<file path="src/rtl/crit_seq_pkg.sv">
// Package: shared status bit positions, action encoding and clear masks
// for the critical exception sequencer. Assumes a 32-bit status word.
package crit_seq_pkg;

    localparam int ST_W = 32;

    // status bit positions
    localparam int SB_EXT_EN  = 0;
    localparam int SB_CRIT_EN = 1;
    localparam int SB_MCHK_EN = 2;
    localparam int SB_USER    = 3;
    localparam int SB_WAIT_EN = 4;
    localparam int SB_DBG_EN  = 5;
    localparam int SB_ITRANS  = 6;
    localparam int SB_DTRANS  = 7;
    localparam int SB_LAST    = 13;   // bits 8..13: coprocessor / watchdog-debug enables

    typedef enum logic [2:0] {
        ACT_NONE = 3'd0,
        ACT_IMC  = 3'd1,
        ACT_DMC  = 3'd2,
        ACT_CRIT = 3'd3,
        ACT_RET  = 3'd4
    } act_e;

    // Bits forced to 0 on entry; machine-check enable only for machine checks.
    function automatic logic [ST_W-1:0] entry_clear_mask(input logic is_mchk);
        logic [ST_W-1:0] m;
        m = '0;
        for (int b = 0; b <= SB_LAST; b++) begin
            m[b] = 1'b1;
        end
        m[SB_MCHK_EN] = is_mchk;
        return m;
    endfunction

endpackage

</file>
<file path="src/rtl/crit_fault_track.sv">
// Module: crit_fault_track
// Keeps the machine-check sources. A fetch bus error is stored with its
// fetch address and turns into a pending instruction machine check only when
// that address starts execution. A data bus error is stored with the next
// sequential address. Assumes flush_i is high on every accepted redirect.
module crit_fault_track #(
    parameter int AW = 32
) (
    input  logic          clk,
    input  logic          rst_n,
    input  logic          ifetch_err_i,
    input  logic [AW-1:0] ifetch_addr_i,
    input  logic          exec_valid_i,
    input  logic [AW-1:0] exec_pc_i,
    input  logic          dbus_err_i,
    input  logic [AW-1:0] next_pc_i,
    input  logic          flush_i,
    input  logic          take_imc_i,
    input  logic          take_dmc_i,
    output logic          imc_pend_o,
    output logic [AW-1:0] imc_addr_o,
    output logic          dmc_pend_o,
    output logic [AW-1:0] dmc_ret_o
);

    logic          fb_valid_q;
    logic [AW-1:0] fb_tag_q;
    logic          imc_pend_q;
    logic [AW-1:0] imc_addr_q;
    logic          dmc_pend_q;
    logic [AW-1:0] dmc_ret_q;
    logic          fb_hit;

    // execution reached the instruction whose fetch failed
    assign fb_hit = fb_valid_q && exec_valid_i && (exec_pc_i == fb_tag_q);

    // record of fetch errors, dropped on redirect or when promoted
    always_ff @(posedge clk) begin
        if (!rst_n) begin
            fb_valid_q <= 1'b0;
            fb_tag_q   <= '0;
        end else if (flush_i) begin
            fb_valid_q <= 1'b0;
        end else if (ifetch_err_i) begin
            fb_valid_q <= 1'b1;
            fb_tag_q   <= ifetch_addr_i;
        end else if (fb_hit) begin
            fb_valid_q <= 1'b0;
        end
    end

    // pending instruction-side machine check
    always_ff @(posedge clk) begin
        if (!rst_n) begin
            imc_pend_q <= 1'b0;
            imc_addr_q <= '0;
        end else if (take_imc_i) begin
            imc_pend_q <= 1'b0;
        end else if (fb_hit && !flush_i && !imc_pend_q) begin
            imc_pend_q <= 1'b1;
            imc_addr_q <= exec_pc_i;
        end
    end

    // pending data-side machine check, first error kept until taken
    always_ff @(posedge clk) begin
        if (!rst_n) begin
            dmc_pend_q <= 1'b0;
            dmc_ret_q  <= '0;
        end else if (dbus_err_i && (!dmc_pend_q || take_dmc_i)) begin
            dmc_pend_q <= 1'b1;
            dmc_ret_q  <= next_pc_i;
        end else if (take_dmc_i) begin
            dmc_pend_q <= 1'b0;
        end
    end

    assign imc_pend_o = imc_pend_q;
    assign imc_addr_o = imc_addr_q;
    assign dmc_pend_o = dmc_pend_q;
    assign dmc_ret_o  = dmc_ret_q;

endmodule

</file>
<file path="src/rtl/crit_arbiter.sv">
// Module: crit_arbiter
// Picks at most one action per cycle: instruction machine check, data
// machine check, critical input, return. Assumes busy_i is high while the
// previous redirect is still being written back.
module crit_arbiter
    import crit_seq_pkg::*;
(
    input  logic busy_i,
    input  logic imc_pend_i,
    input  logic dmc_pend_i,
    input  logic crit_req_i,
    input  logic rfc_cmd_i,
    input  logic mchk_en_i,
    input  logic crit_en_i,
    output act_e act_o
);

    // fixed-priority selection with enable gating
    always_comb begin
        act_o = ACT_NONE;
        if (!busy_i) begin
            if (imc_pend_i && mchk_en_i) begin
                act_o = ACT_IMC;
            end else if (dmc_pend_i && mchk_en_i) begin
                act_o = ACT_DMC;
            end else if (crit_req_i && crit_en_i) begin
                act_o = ACT_CRIT;
            end else if (rfc_cmd_i) begin
                act_o = ACT_RET;
            end
        end
    end

endmodule

</file>
<file path="src/rtl/crit_state_xform.sv">
// Module: crit_state_xform
// Builds the target PC, the rewritten status word and the address to save
// for the chosen action. Purely combinational. Assumes AW > PFX_W.
module crit_state_xform
    import crit_seq_pkg::*;
#(
    parameter int AW    = 32,
    parameter int PFX_W = 16,
    parameter int OFF_W = AW - PFX_W,
    parameter logic [OFF_W-1:0] CRIT_OFF = OFF_W'(16'h0100),
    parameter logic [OFF_W-1:0] MCHK_OFF = OFF_W'(16'h0200)
) (
    input  act_e             act_i,
    input  logic [PFX_W-1:0] prefix_i,
    input  logic [ST_W-1:0]  status_i,
    input  logic [AW-1:0]    next_pc_i,
    input  logic [AW-1:0]    imc_addr_i,
    input  logic [AW-1:0]    dmc_ret_i,
    input  logic [AW-1:0]    csave_pc_i,
    input  logic [ST_W-1:0]  csave_st_i,
    output logic [AW-1:0]    target_o,
    output logic [ST_W-1:0]  status_o,
    output logic [AW-1:0]    save_pc_o,
    output logic             save_en_o
);

    localparam logic [ST_W-1:0] CRIT_CLR = entry_clear_mask(1'b0);
    localparam logic [ST_W-1:0] MCHK_CLR = entry_clear_mask(1'b1);

    // per-action target, status and save address
    always_comb begin
        target_o  = csave_pc_i;
        status_o  = csave_st_i;
        save_pc_o = next_pc_i;
        save_en_o = 1'b0;
        unique case (act_i)
            ACT_CRIT: begin
                target_o  = {prefix_i, CRIT_OFF};
                status_o  = status_i & ~CRIT_CLR;
                save_pc_o = next_pc_i;
                save_en_o = 1'b1;
            end
            ACT_IMC: begin
                target_o  = {prefix_i, MCHK_OFF};
                status_o  = status_i & ~MCHK_CLR;
                save_pc_o = imc_addr_i;
                save_en_o = 1'b1;
            end
            ACT_DMC: begin
                target_o  = {prefix_i, MCHK_OFF};
                status_o  = status_i & ~MCHK_CLR;
                save_pc_o = dmc_ret_i;
                save_en_o = 1'b1;
            end
            default: begin
                target_o  = csave_pc_i;
                status_o  = csave_st_i;
                save_en_o = 1'b0;
            end
        endcase
    end

endmodule

</file>
<file path="src/rtl/crit_exc_sequencer.sv">
// Module: crit_exc_sequencer (top)
// Takes critical inputs and machine checks, stores the critical save pair,
// rewrites the status word and redirects the core; also serves the
// return-from-critical command. Assumes the status register sits outside
// and is written from status_o while status_we_o is high.
module crit_exc_sequencer
    import crit_seq_pkg::*;
#(
    parameter int AW    = 32,
    parameter int PFX_W = 16
) (
    input  logic             clk,
    input  logic             rst_n,
    input  logic             crit_req_i,
    input  logic             ifetch_err_i,
    input  logic [AW-1:0]    ifetch_addr_i,
    input  logic             exec_valid_i,
    input  logic [AW-1:0]    exec_pc_i,
    input  logic             dbus_err_i,
    input  logic [AW-1:0]    next_pc_i,
    input  logic             rfc_cmd_i,
    input  logic [31:0]      status_i,
    input  logic [PFX_W-1:0] vec_prefix_i,
    output logic             redirect_o,
    output logic [AW-1:0]    target_pc_o,
    output logic             status_we_o,
    output logic [31:0]      status_o,
    output logic [AW-1:0]    csave_pc_o,
    output logic [31:0]      csave_st_o
);

    act_e            act;
    logic            accept;
    logic            imc_pend;
    logic            dmc_pend;
    logic [AW-1:0]   imc_addr;
    logic [AW-1:0]   dmc_ret;
    logic [AW-1:0]   nx_target;
    logic [ST_W-1:0] nx_status;
    logic [AW-1:0]   nx_save_pc;
    logic            nx_save_en;

    logic            redirect_q;
    logic [AW-1:0]   target_q;
    logic [ST_W-1:0] status_q;
    logic [AW-1:0]   csave_pc_q;
    logic [ST_W-1:0] csave_st_q;

    assign accept = (act != ACT_NONE);

    crit_fault_track #(.AW(AW)) u_track (
        .clk          (clk),
        .rst_n        (rst_n),
        .ifetch_err_i (ifetch_err_i),
        .ifetch_addr_i(ifetch_addr_i),
        .exec_valid_i (exec_valid_i),
        .exec_pc_i    (exec_pc_i),
        .dbus_err_i   (dbus_err_i),
        .next_pc_i    (next_pc_i),
        .flush_i      (accept),
        .take_imc_i   (act == ACT_IMC),
        .take_dmc_i   (act == ACT_DMC),
        .imc_pend_o   (imc_pend),
        .imc_addr_o   (imc_addr),
        .dmc_pend_o   (dmc_pend),
        .dmc_ret_o    (dmc_ret)
    );

    crit_arbiter u_arb (
        .busy_i    (redirect_q),
        .imc_pend_i(imc_pend),
        .dmc_pend_i(dmc_pend),
        .crit_req_i(crit_req_i),
        .rfc_cmd_i (rfc_cmd_i),
        .mchk_en_i (status_i[SB_MCHK_EN]),
        .crit_en_i (status_i[SB_CRIT_EN]),
        .act_o     (act)
    );

    crit_state_xform #(.AW(AW), .PFX_W(PFX_W)) u_xform (
        .act_i     (act),
        .prefix_i  (vec_prefix_i),
        .status_i  (status_i),
        .next_pc_i (next_pc_i),
        .imc_addr_i(imc_addr),
        .dmc_ret_i (dmc_ret),
        .csave_pc_i(csave_pc_q),
        .csave_st_i(csave_st_q),
        .target_o  (nx_target),
        .status_o  (nx_status),
        .save_pc_o (nx_save_pc),
        .save_en_o (nx_save_en)
    );

    // redirect pulse, target and status write-back registers
    always_ff @(posedge clk) begin
        if (!rst_n) begin
            redirect_q <= 1'b0;
            target_q   <= '0;
            status_q   <= '0;
        end else begin
            redirect_q <= accept;
            if (accept) begin
                target_q <= nx_target;
                status_q <= nx_status;
            end
        end
    end

    // critical save pair, loaded only on entries
    always_ff @(posedge clk) begin
        if (!rst_n) begin
            csave_pc_q <= '0;
            csave_st_q <= '0;
        end else if (accept && nx_save_en) begin
            csave_pc_q <= nx_save_pc;
            csave_st_q <= status_i;
        end
    end

    assign redirect_o  = redirect_q;
    assign status_we_o = redirect_q;
    assign target_pc_o = target_q;
    assign status_o    = status_q;
    assign csave_pc_o  = csave_pc_q;
    assign csave_st_o  = csave_st_q;

endmodule

</file>
<file path="config.mk">
export PLATFORM = sky130hd
export DESIGN_NAME = crit_exc_sequencer
export DESIGN_NICKNAME = d
export VERILOG_FILES = /design/src/rtl/crit_seq_pkg.sv /design/src/rtl/crit_fault_track.sv /design/src/rtl/crit_arbiter.sv /design/src/rtl/crit_state_xform.sv /design/src/rtl/crit_exc_sequencer.sv
export SDC_FILE = /design/constraint.sdc
export NUM_CORES = 1
export LEC_CHECK = 0
export BUFFER_PORTS_ARGS = -buffer_cell sky130_fd_sc_hd__clkbuf_2
export CAP_MARGIN = 5
export CORE_MARGIN = 1.5
export CORE_UTILIZATION = 45
export CTS_CLUSTER_SIZE = 10
export DETAILED_ROUTE_END_ITERATION = 8
export PLACE_DENSITY = 0.81
export SETUP_SLACK_MARGIN = 0.15
export SLEW_MARGIN = 20
export SYNTH_ARGS = -nofsm -noshare
export SYNTH_HDL_FRONTEND = slang
export SYNTH_HIERARCHICAL = 1
export SYNTH_SLANG_ARGS = --single-unit
export TNS_END_PERCENT = 20
</file>
<file path="constraint.sdc">
create_clock -name clk -period 8.8 [get_ports clk]
set_input_delay 2.64 -clock clk [delete_from_list [all_inputs] [get_ports clk]]
set_output_delay 2.64 -clock clk [all_outputs]
set_load 0.01 [all_outputs]
</file>
==> results of run 1 <==
layout make-up:
cell class / instances / area, µm²
well taps: 335 / 419
inverters: 5 / 18.8
diodes: 2 / 5.00
clock buffers: 34 / 722
repair buffers: 295 / 1540
clock inverters: 1 / 5.00
flip-flops and latches: 228 / 4560
multi-input cells: 1002 / 6570
fillers: 2352 / 12100
worst register-to-register path, delay by kind of cell, from the launching register on:
kind	cells	cell delay (ns)
buffers and inverters	3	1.34
AOI/OAI and AO/OA	2	1.08
and+or+nand+nor	3	0.55
DFF	1	0.43
muxes	1	0.33
where the power goes:
part	switching, µW	leakage (µW)	internal [µW]	total (µW)
combinational	300	0.00360	216	516
sequential	44.6	0.00186	1090	1140
clock	412	0.000357	562	975
through the flow:
step / util [%] / total power [µW] / hold WS, ns / area, µm² / std cells
3_5_place_dp: 50.6 / 1670 / 0.459 / 13100 / 1865
5_1_grt: 53.4 / 2740 / 0.487 / 13800 / 1900
6_report: 53.4 / 2630 / 0.464 / 13800 / 1902
3_3_place_gp: 50.6 / 1660 / 0.450 / 13100 / 1865
4_1_cts: 53.4 / 2640 / 0.467 / 13800 / 1900
2_1_floorplan: - / 1510 / 0.435 / 11800 / 1371
synthesized netlist by cell type, types with 2 or more instances:
cell type / n / share of area [%]
o211a_1: 33 / 2.8
or4b_1: 64 / 5.4
and2_1: 29 / 1.5
xnor2_1: 13 / 0.97
nor2_1: 68 / 2.2
nand2_1: 324 / 10
o32a_1: 32 / 2.7
nand3_1: 2 / 0.085
buf_1: 3 / 0.096
nand2b_1: 35 / 1.9
buf_6: 12 / 1.1
nor3b_1: 2 / 0.13
a21boi_0: 65 / 4.1
clkbuf_1: 82 / 2.6
mux2_4: 19 / 2.4
buf_2: 31 / 1.3
mux2i_1: 96 / 8.2
o31ai_1: 64 / 4.1
mux2_2: 15 / 1.4
xor2_1: 19 / 1.4
dfxtp_1: 228 / 39
nand4_1: 3 / 0.16
or3_1: 2 / 0.11
a21oi_1: 97 / 4.1
nor4_1: 6 / 0.32
buf_4: 8 / 0.51
inv_1: 4 / 0.13
final timing paths:
kind	endpoint	startpoint	slack, ns
setup reg to reg	csave_st_o[9]$_SDFFE_PN0P_	u_track/dmc_pend_o$_SDFFE_PN0P_	4.99
setup / recovery	csave_st_o[9]$_SDFFE_PN0P_	status_i[2]	3.16
hold reg to reg	u_track/imc_addr_o[7]$_SDFFE_PN0P_	u_track/imc_addr_o[7]$_SDFFE_PN0P_	0.46
hold / removal	u_track/imc_addr_o[7]$_SDFFE_PN0P_	u_track/imc_addr_o[7]$_SDFFE_PN0P_	0.46
sequential cells by signal (all words and copies together), names as in the netlist, 32 cells and up:
signal and cells:
u_track/fb_tag_q 32, csave_pc_o 32, u_track/imc_addr_o 32, target_pc_o 32, csave_st_o 32, u_track/dmc_ret_o 32
status_o 32
metal layers:
metal,GRT usage [%],up-vias,wire [µm]
li1,-,5179,-
met1,32.1,4960,15300
met2,36.6,378,14800
met3,5.73,71,2640
met4,7.53,4,1020
met5,0,-,26
logic make-up after synthesis:
kind of cell	count (synthesis)	synth area share, %
multiplexers	130	12.0
flip-flops	228	38.7
AND/OR/NAND/NOR	543	22.7
buffers and inverters	141	5.84
AO/OA/AOI/OAI	297	18.3
XOR/XNOR	32	2.38
layout by cell type (no fill, tap or decap), types with 6 or more instances in the layout:
master and instances:
mux2_4 19, a21oi_1 97, nand2_1 324, nor2_1 67, nand2b_1 34, nor4_1 6
clkbuf_16 27, dfxtp_1 228, o211a_1 33, xnor2_1 13, and2_1 29, o31ai_1 64
clkbuf_2 279, mux2i_1 96, mux2_2 15, xor2_1 19, o32a_1 32, or4b_1 64
a21boi_0 65, buf_4 14
==> metrics.txt, run 1 <==
skew final=0.00940 ns; Layout area overhead=17.4%; initial antenna violation count=4; Boundary Pins=281; Mapped Area=approximately 12000 µm²; I/O Buffers=280; clk slew on worst S/H paths=roughly 0.050 ns; DR vias=~11000; layout net count=between 1500 and 2000; Core Region=roughly 26000 µm²; Setup CP Type=in2reg; Fin Setup TNS=0 ns; Slew HR=31.7%; post-CTS setup buffers=0; vias per cell=5.57; Placer Congestion=around 0.83; Detail Route Antenna Nets=0; crit start category=input pin; layout cell share with drive strength beyond 1=23.6%; DRC viols=0; Worst path depth=10; outcome=finished clean; Fin. Hold Viols=0; Post-Synthesis Net Count=between 1500 and 2000; Initial Util=a little under half; worst skew pair latency=approximately 0.52 ns; largest net degree at the start of global routing=about 170; Placement Setup Slack=approximately 2.6 ns; final setup fails=0; fin crit share=between 60 and 70%; critical path's top delay family=buffers and inverters; Largest stage delay, worst path=around 0.81 ns; Num CTS Buffers=27; final WL=~34 mm; GRT overflow=0; worst vdd rail ir drop=0.185 mV; Cell variety after synth=42; Avg WL per Cell=between 15 and 20 µm; Pwr per Cell Area=190 nW/µm²; global-route wire length before repair=51.5 mm; Cells on Worst Hold Path=2; Slew Limit Fails=0; post-CTS sizing=0; critical path's most frequent cell=buf_4; Yosys Warn Count=6; worst-path fanout max=84; nature of the critical path endpoint=flop; hpwl dp=22.4 mm; Critical-path top delay cell=o31a_2; setup slack after layout=~3.2 ns; CP required=9.25 ns; RSZ-0062 raised after global routing=no; Seq/Total Area, Yosys=38.7%; Post-synth EDFFs=0; Synth Flop Type=dfxtp_1; Root Driver=clkbuf_16; Yosys reg bits=about 230; die width=~160 µm; Post-Syn Instances=approximately 1400; Synth Area per Inst=roughly 8.6 µm²; Die Ht=165 µm; arrival time worst endpoint=6.09 ns; worst path bufs/invs=4; Worst Max-Slew Pin Slew=about 1.0 ns; Hold Buf Count CTS=0; CTS tree=done; Max clock buf depth=3; Min Clock Period, post-route=about 5.6 ns; TritonRoute pass-1 iters=5; asr flop ratio synth=0%; Std-Cell Rows=59; max cap viols=0; maximum clock rate=around 0.18 GHz; R2R cell count=9; htree depth=1; clock tree sinks=228; vias in the first global route=just under 10000; Leakage=0.00582 µW; 1st-iter DRT viols=899; cells along the critical path=clkbuf_2 > nand2_2 > a221oi_4 > buf_4 > nor2_1 > or2_2 > inv_1 > o31a_2 > buf_4 > mux2i_1; Die ar.=27200 µm²; HP Class=reg2reg; GRT Total Usage=23.6%
No activity file was read; power rests on OpenSTA's default activity.
==> run 2, diff against run 1 <==
Settings changed: ABC_AREA set to 1, PLACE_DENSITY 0.81 to 0.84.
Clock period 8.8 ns to 5 ns, I/O delays scaled along.
==> metrics.txt, run 2 <==
outcome=finished clean; Leakage=between 0.006 and 0.007 µW; Max clock buf depth=3; Root Driver=clkbuf_16; Cells on Worst Hold Path=2; vias per cell=between 4 and 5; max cap viols=0; largest net degree at the start of global routing=between 150 and 200; maximum clock rate=between 0.2 and 0.3 GHz; layout cell share with drive strength beyond 1=approximately 20%; Clock power frac=roughly 35%; Hold EP=u_track/fb_tag_q[28]$_SDFFE_PN0P_; post-CTS setup buffers=0; DP Area=~13000 µm²; total power=about 5200 µW; Fin Setup TNS=0 ns; final WL=about 33 mm; Critical-path top delay cell=inv_2; Pwr per Cell Area=slightly below 400 nW/µm²; setup slack after layout=between 1 and 1.5 ns; die width=roughly 160 µm; Min Clock Period, post-route=about 3.6 ns; clk slew on worst S/H paths=around 0.050 ns; asr flop ratio synth=0%; crit start category=input pin; synth cell count leaders=402 x nor2_1, 364 x nand2_1, 228 x dfxtp_1; Synth Area per Inst=~6.6 µm²; Boundary Pins=~280; Sw Ratio=31.8%; Reg2Reg Setup Slack=around 2.1 ns; final setup fails=0; worst vdd rail ir drop=approximately 0.24 mV; cells along the critical path=clkbuf_2 > nand2_2 > nand2_2 > a21oi_2 > nand3_2 > inv_2 > nand2_1 > nand3_1 > inv_1 > nand3_1 > nand2_1 > nor2_1; fin crit share=between 70% and 80%; Yosys reg bits=228; Mapped Area=roughly 11000 µm²; layout net count=roughly 2100; worst-path fanout max=34; Switch Pwr=between 1500 and 2000 µW; hpwl dp=22.5 mm; GRT Total Usage=23.9%; GRT overflow=0; arrival time worst endpoint=4.05 ns; skew final=between 0.008 and 0.009 ns; Worst Max-Slew Pin Slew=between 1 and 1.5 ns; Post-Synthesis Net Count=1879; DRC viols=0; clock tree sinks=around 230; Slew HR=about a third; HP Class=reg2reg; CP required=5.47 ns; DR vias=around 11000; 1st-iter DRT viols=~1200; Post-Syn Instances=about 1700; Die Ht=approximately 160 µm; nature of the critical path endpoint=flop; RR Endpoint=csave_pc_o[8]$_SDFFE_PN0P_; Post-synth EDFFs=0; RSZ-0062 raised after global routing=no; I/O Buffers=280; Area contributors post-synth=dfxtp_1 40%, nor2_1 13%, nand2_1 12%; Slew Limit Fails=0; Cell variety after synth=33; htree depth=1; Avg WL per Cell=approximately 14 µm; initial antenna violation count=7; vias in the first global route=a little over 10000; Synth Flop Type=dfxtp_1; Std-Cell Rows=57; Core Region=between 20000 and 25000 µm²; Seq/Total Area, Yosys=between 40% and 50%; Internal Power=between 3000 and 4000 µW; Largest stage delay, worst path=roughly 0.76 ns; TritonRoute pass-1 iters=6; global-route wire length before repair=about 51 mm; Fin Hold WS=~0.46 ns; Placement Setup Slack=between 0.9 and 1 ns; Fin. Hold Viols=0; critical path's top delay family=simple AND/OR/NAND/NOR gates; Initial Util=46.2%; most common cell after layout, fill and taps aside=nor2_1; Setup CP Type=in2reg; Layout area overhead=17.8%; hold path startpoint=u_track/fb_tag_q[28]$_SDFFE_PN0P_; R2R cell count=12; worst reg2reg path startpoint=u_track/imc_pend_o$_SDFFE_PP0P_; worst path bufs/invs=3; Finished Cell Area=around 13000 µm²; Placer Congestion=about 0.87; largest area contributor in the netlist=dfxtp_1; most frequent cells in the layout=402 x nor2_1, 363 x nand2_1, 279 x clkbuf_2; Synth top area share=40.3%; Die ar.=26100 µm²; combinational group share of total power=22.8%; count leader, synth=nor2_1; post-CTS sizing=0; CTS tree=done; sequential power share=about two fifths; Detail Route Antenna Nets=0; Num CTS Buffers=28; Yosys Warn Count=6; Hold Buf Count CTS=0; worst skew pair latency=approximately 0.54 ns
run 2: cell families (layout without fill, tap and decap cells):
| kind of cell | count (synthesis) | count (layout) | synth area share (%) |
|---|---|---|---|
| flip-flops | 228 | 228 | 40.3 |
| AO/OA/AOI/OAI | 225 | 225 | 10.0 |
| XOR/XNOR | 6 | 6 | 0.464 |
| buffers and inverters | 302 | 525 | 13.1 |
| other | 0 | 4 | 0 |
| AND/OR/NAND/NOR | 967 | 967 | 36.2 |
run 2: how the worst max path moves through the flow:
stage | startpoint | end | slack [ns] | depth (start not counted)
floorplan | crit_req_i | u_track/fb_tag_q[0]$_SDFFE_PN0P_ | 1.75 | 13
global placement | crit_req_i | csave_pc_o[8]$_SDFFE_PN0P_ | 0.96 | 11
detailed placement | status_i[2] | csave_pc_o[24]$_SDFFE_PN0P_ | 0.92 | 12
CTS | status_i[2] | csave_pc_o[24]$_SDFFE_PN0P_ | 1.47 | 12
global route | status_i[2] | csave_pc_o[8]$_SDFFE_PN0P_ | 1.15 | 12
finish | status_i[2] | csave_pc_o[8]$_SDFFE_PN0P_ | 1.42 | 12
run 2: power groups by stage:
stage	Clock (µW)	Sequential [µW]	Combinational (µW)
3_5_place_dp	0	2190	1170
5_1_grt	1950	2180	1330
6_report	1830	2160	1180
2_1_floorplan	0	2230	798
4_1_cts	1880	2160	1170
3_3_place_gp	0	2190	1140
run 2: worst min-delay path, delay by kind of cell, from the launching register on:
kind,cells,cell delay [ns]
buffers and inverters,1,0.05
DFF,1,0.31
AOI/OAI and AO/OA,1,0.05
run 2: final cells by class:
cell class | instances | area, µm²
diodes | 4 | 10.0
repair buffers | 295 | 1530
multi-input cells | 1198 | 5310
clock buffers | 38 | 800
flip-flops and latches | 228 | 4560
clock inverters | 2 | 13.8
well taps | 324 | 405
inverters | 190 | 714
fillers | 2356 | 11200
run 2: metrics by stage:
step           cells  utilization, %
6_report        2279            54.4
3_3_place_gp    2235            51.1
2_1_floorplan   1728               -
3_5_place_dp    2235            51.1
5_1_grt         2275            54.4
4_1_cts         2275            54.4
run 2: layer usage:
metal  up-vias  GRT usage, %  share of wire (%)
met5         -             0              0.074
met3        83          5.69                8.8
li1       5781             -                  -
met2       447          39.2                 45
met1      5059          30.6                 43
met4         4          8.80                3.5
==> run 3, diff against run 2 <==
Settings changed: PLACE_DENSITY 0.84 to 0.81.
Clock period 5 ns to 3.5 ns, I/O delays scaled along.
==> metrics.txt, run 3 (same netlist as run 2, synthesis figures left out) <==
hold path startpoint=u_track/fb_tag_q[11]$_SDFFE_PN0P_; Std-Cell Rows=57; sequential power share=between 40% and 50%; worst vdd rail ir drop=approximately 0.34 mV; Setup CP Type=in2reg; clk slew on worst S/H paths=0.06 ns; Die ar.=around 26000 µm²; CTS tree=done; Critical-path top delay cell=buf_12; htree depth=1; Worst Max-Slew Pin Slew=roughly 0.80 ns; DRC viols=0; post-CTS sizing=0; HP Class=reg2reg; clock tree sinks=about 230; crit start category=input pin; DR vias=around 11000; largest net degree at the start of global routing=193; vias in the first global route=10065; nature of the critical path endpoint=flop; cells along the critical path=clkbuf_2 > nand2_2 > nand2_2 > a21oi_2 > inv_1 > nand2_8 > buf_12 > nand3_1 > nand2_1 > nor2_1; Fin Hold WS=between 0.4 and 0.5 ns; final WL=between 30 and 40 mm; fillers=roughly 2400; initial antenna violation count=5; Layout area overhead=18.2%; vias per cell=4.96; layout net count=about 2100; I/O Buffers=280; Max clock buf depth=3; Fin Setup TNS=0 ns; Avg WL per Cell=~14 µm; GRT overflow=0; max cap viols=0; Sw Ratio=a little under a third; worst reg2reg path startpoint=redirect_o$_SDFF_PN0_; GRT Total Usage=between 20% and 30%; Hold Buf Count CTS=0; Initial Util=46.2%; Slew HR=46.7%; most common cell after layout, fill and taps aside=nor2_1; crit path from=status_i[2]; most frequent cells in the layout=402 x nor2_1, 363 x nand2_1, 279 x clkbuf_2; Switch Pwr=about 2300 µW; Clock power frac=34.4%; arrival time worst endpoint=between 2 and 3 ns; Placer Congestion=around 0.9; Internal Power=a little under 5000 µW; die width=162 µm; worst-path fanout max=about 190; RSZ-0062 raised after global routing=no; Min Clock Period, post-route=between 2 and 3 ns; TritonRoute pass-1 iters=7; combinational group share of total power=a little under a quarter; Die Ht=about 160 µm; Pwr per Cell Area=544 nW/µm²; CP required=~3.9 ns; Boundary Pins=between 200 and 300; skew final=0.0185 ns; Leakage=0.00679 µW; Fin. Hold Viols=0; Largest stage delay, worst path=roughly 0.54 ns; hpwl dp=22.0 mm; final setup fails=0; maximum clock rate=roughly 0.4 GHz; worst skew pair latency=0.53 ns; critical path's most frequent cell=nand2_2; global-route wire length before repair=slightly above 50 mm; Num CTS Buffers=27; Detail Route Antenna Nets=0; fin crit share=between 70% and 80%; Core Region=24500 µm²; Slew Limit Fails=0; Root Driver=clkbuf_16; post-CTS setup buffers=0; layout cell share with drive strength beyond 1=between 20% and 30%; outcome=finished clean; 1st-iter DRT viols=approximately 1200
## run 3: changes by cell type in the layout (fill, tap and decap cells not counted)
cell,change
buf_12,+5
clkbuf_1,-3
clkbuf_16,-2
clkbuf_8,+1
clkinv_2,-1
clkinv_4,-1
diode_2,-2
inv_6,+1
## run 3: per-stage QoR
| step | total power (µW) | area (µm²) | util [%] | instances | setup slack (ns) |
|---|---|---|---|---|---|
| 2_1_floorplan | 4320 | 11300 | - | 1728 | 0.698 |
| 3_5_place_dp | 4820 | 12600 | 51.5 | 2240 | 0.473 |
| 4_1_cts | 7340 | 13400 | 54.6 | 2275 | 1.02 |
| 5_1_grt | 7680 | 13400 | 54.6 | 2275 | 0.815 |
| 3_3_place_gp | 4780 | 12600 | 51.5 | 2240 | 0.551 |
| 6_report | 7290 | 13400 | 54.6 | 2277 | 0.993 |
## run 3: worst max-delay path: cells and delay by family
kind                   cells  cell delay (ns)
AOI/OAI and AO/OA          1             0.26
and+or+nand+nor            6             0.62
buffers and inverters      3             0.87
## run 3: power by group through the flow
stage	combinational [µW]	sequential, µW	clock, µW
finish	1710	3070	2500
global route	1910	3110	2660
CTS	1710	3070	2560
detailed placement	1700	3130	0
global placement	1670	3110	0
floorplan	1140	3180	0
## run 3: path summary, 6_finish.rpt
path | end | slack (ns) | depth (start not counted)
max | csave_pc_o[0]$_SDFFE_PN0P_ | 0.99 | 10
min | u_track/fb_tag_q[11]$_SDFFE_PN0P_ | 0.46 | 2
max reg2reg | csave_pc_o[0]$_SDFFE_PN0P_ | 1.29 | 9
min reg2reg | u_track/fb_tag_q[11]$_SDFFE_PN0P_ | 0.46 | 2
## run 3: cell type report
class                   count  area, µm²  share of cell area [%]
diodes                      2       5.00                  0.0374
clock buffers              34        752                    5.61
clock inverters             1       8.76                  0.0654
inverters                 190        714                    5.33
multi-input cells        1198       5310                    39.7
flip-flops and latches    228       4560                    34.1
well taps                 324        405                    3.03
repair buffers            300       1630                    12.2
## run 3: metal layers
metal | share of wire [%] | GRT usage, %
met5 | 0.12 | 0
met4 | 3.1 | 8.72
met3 | 8.3 | 4.62
met2 | 43 | 36.8
met1 | 45 | 32.4
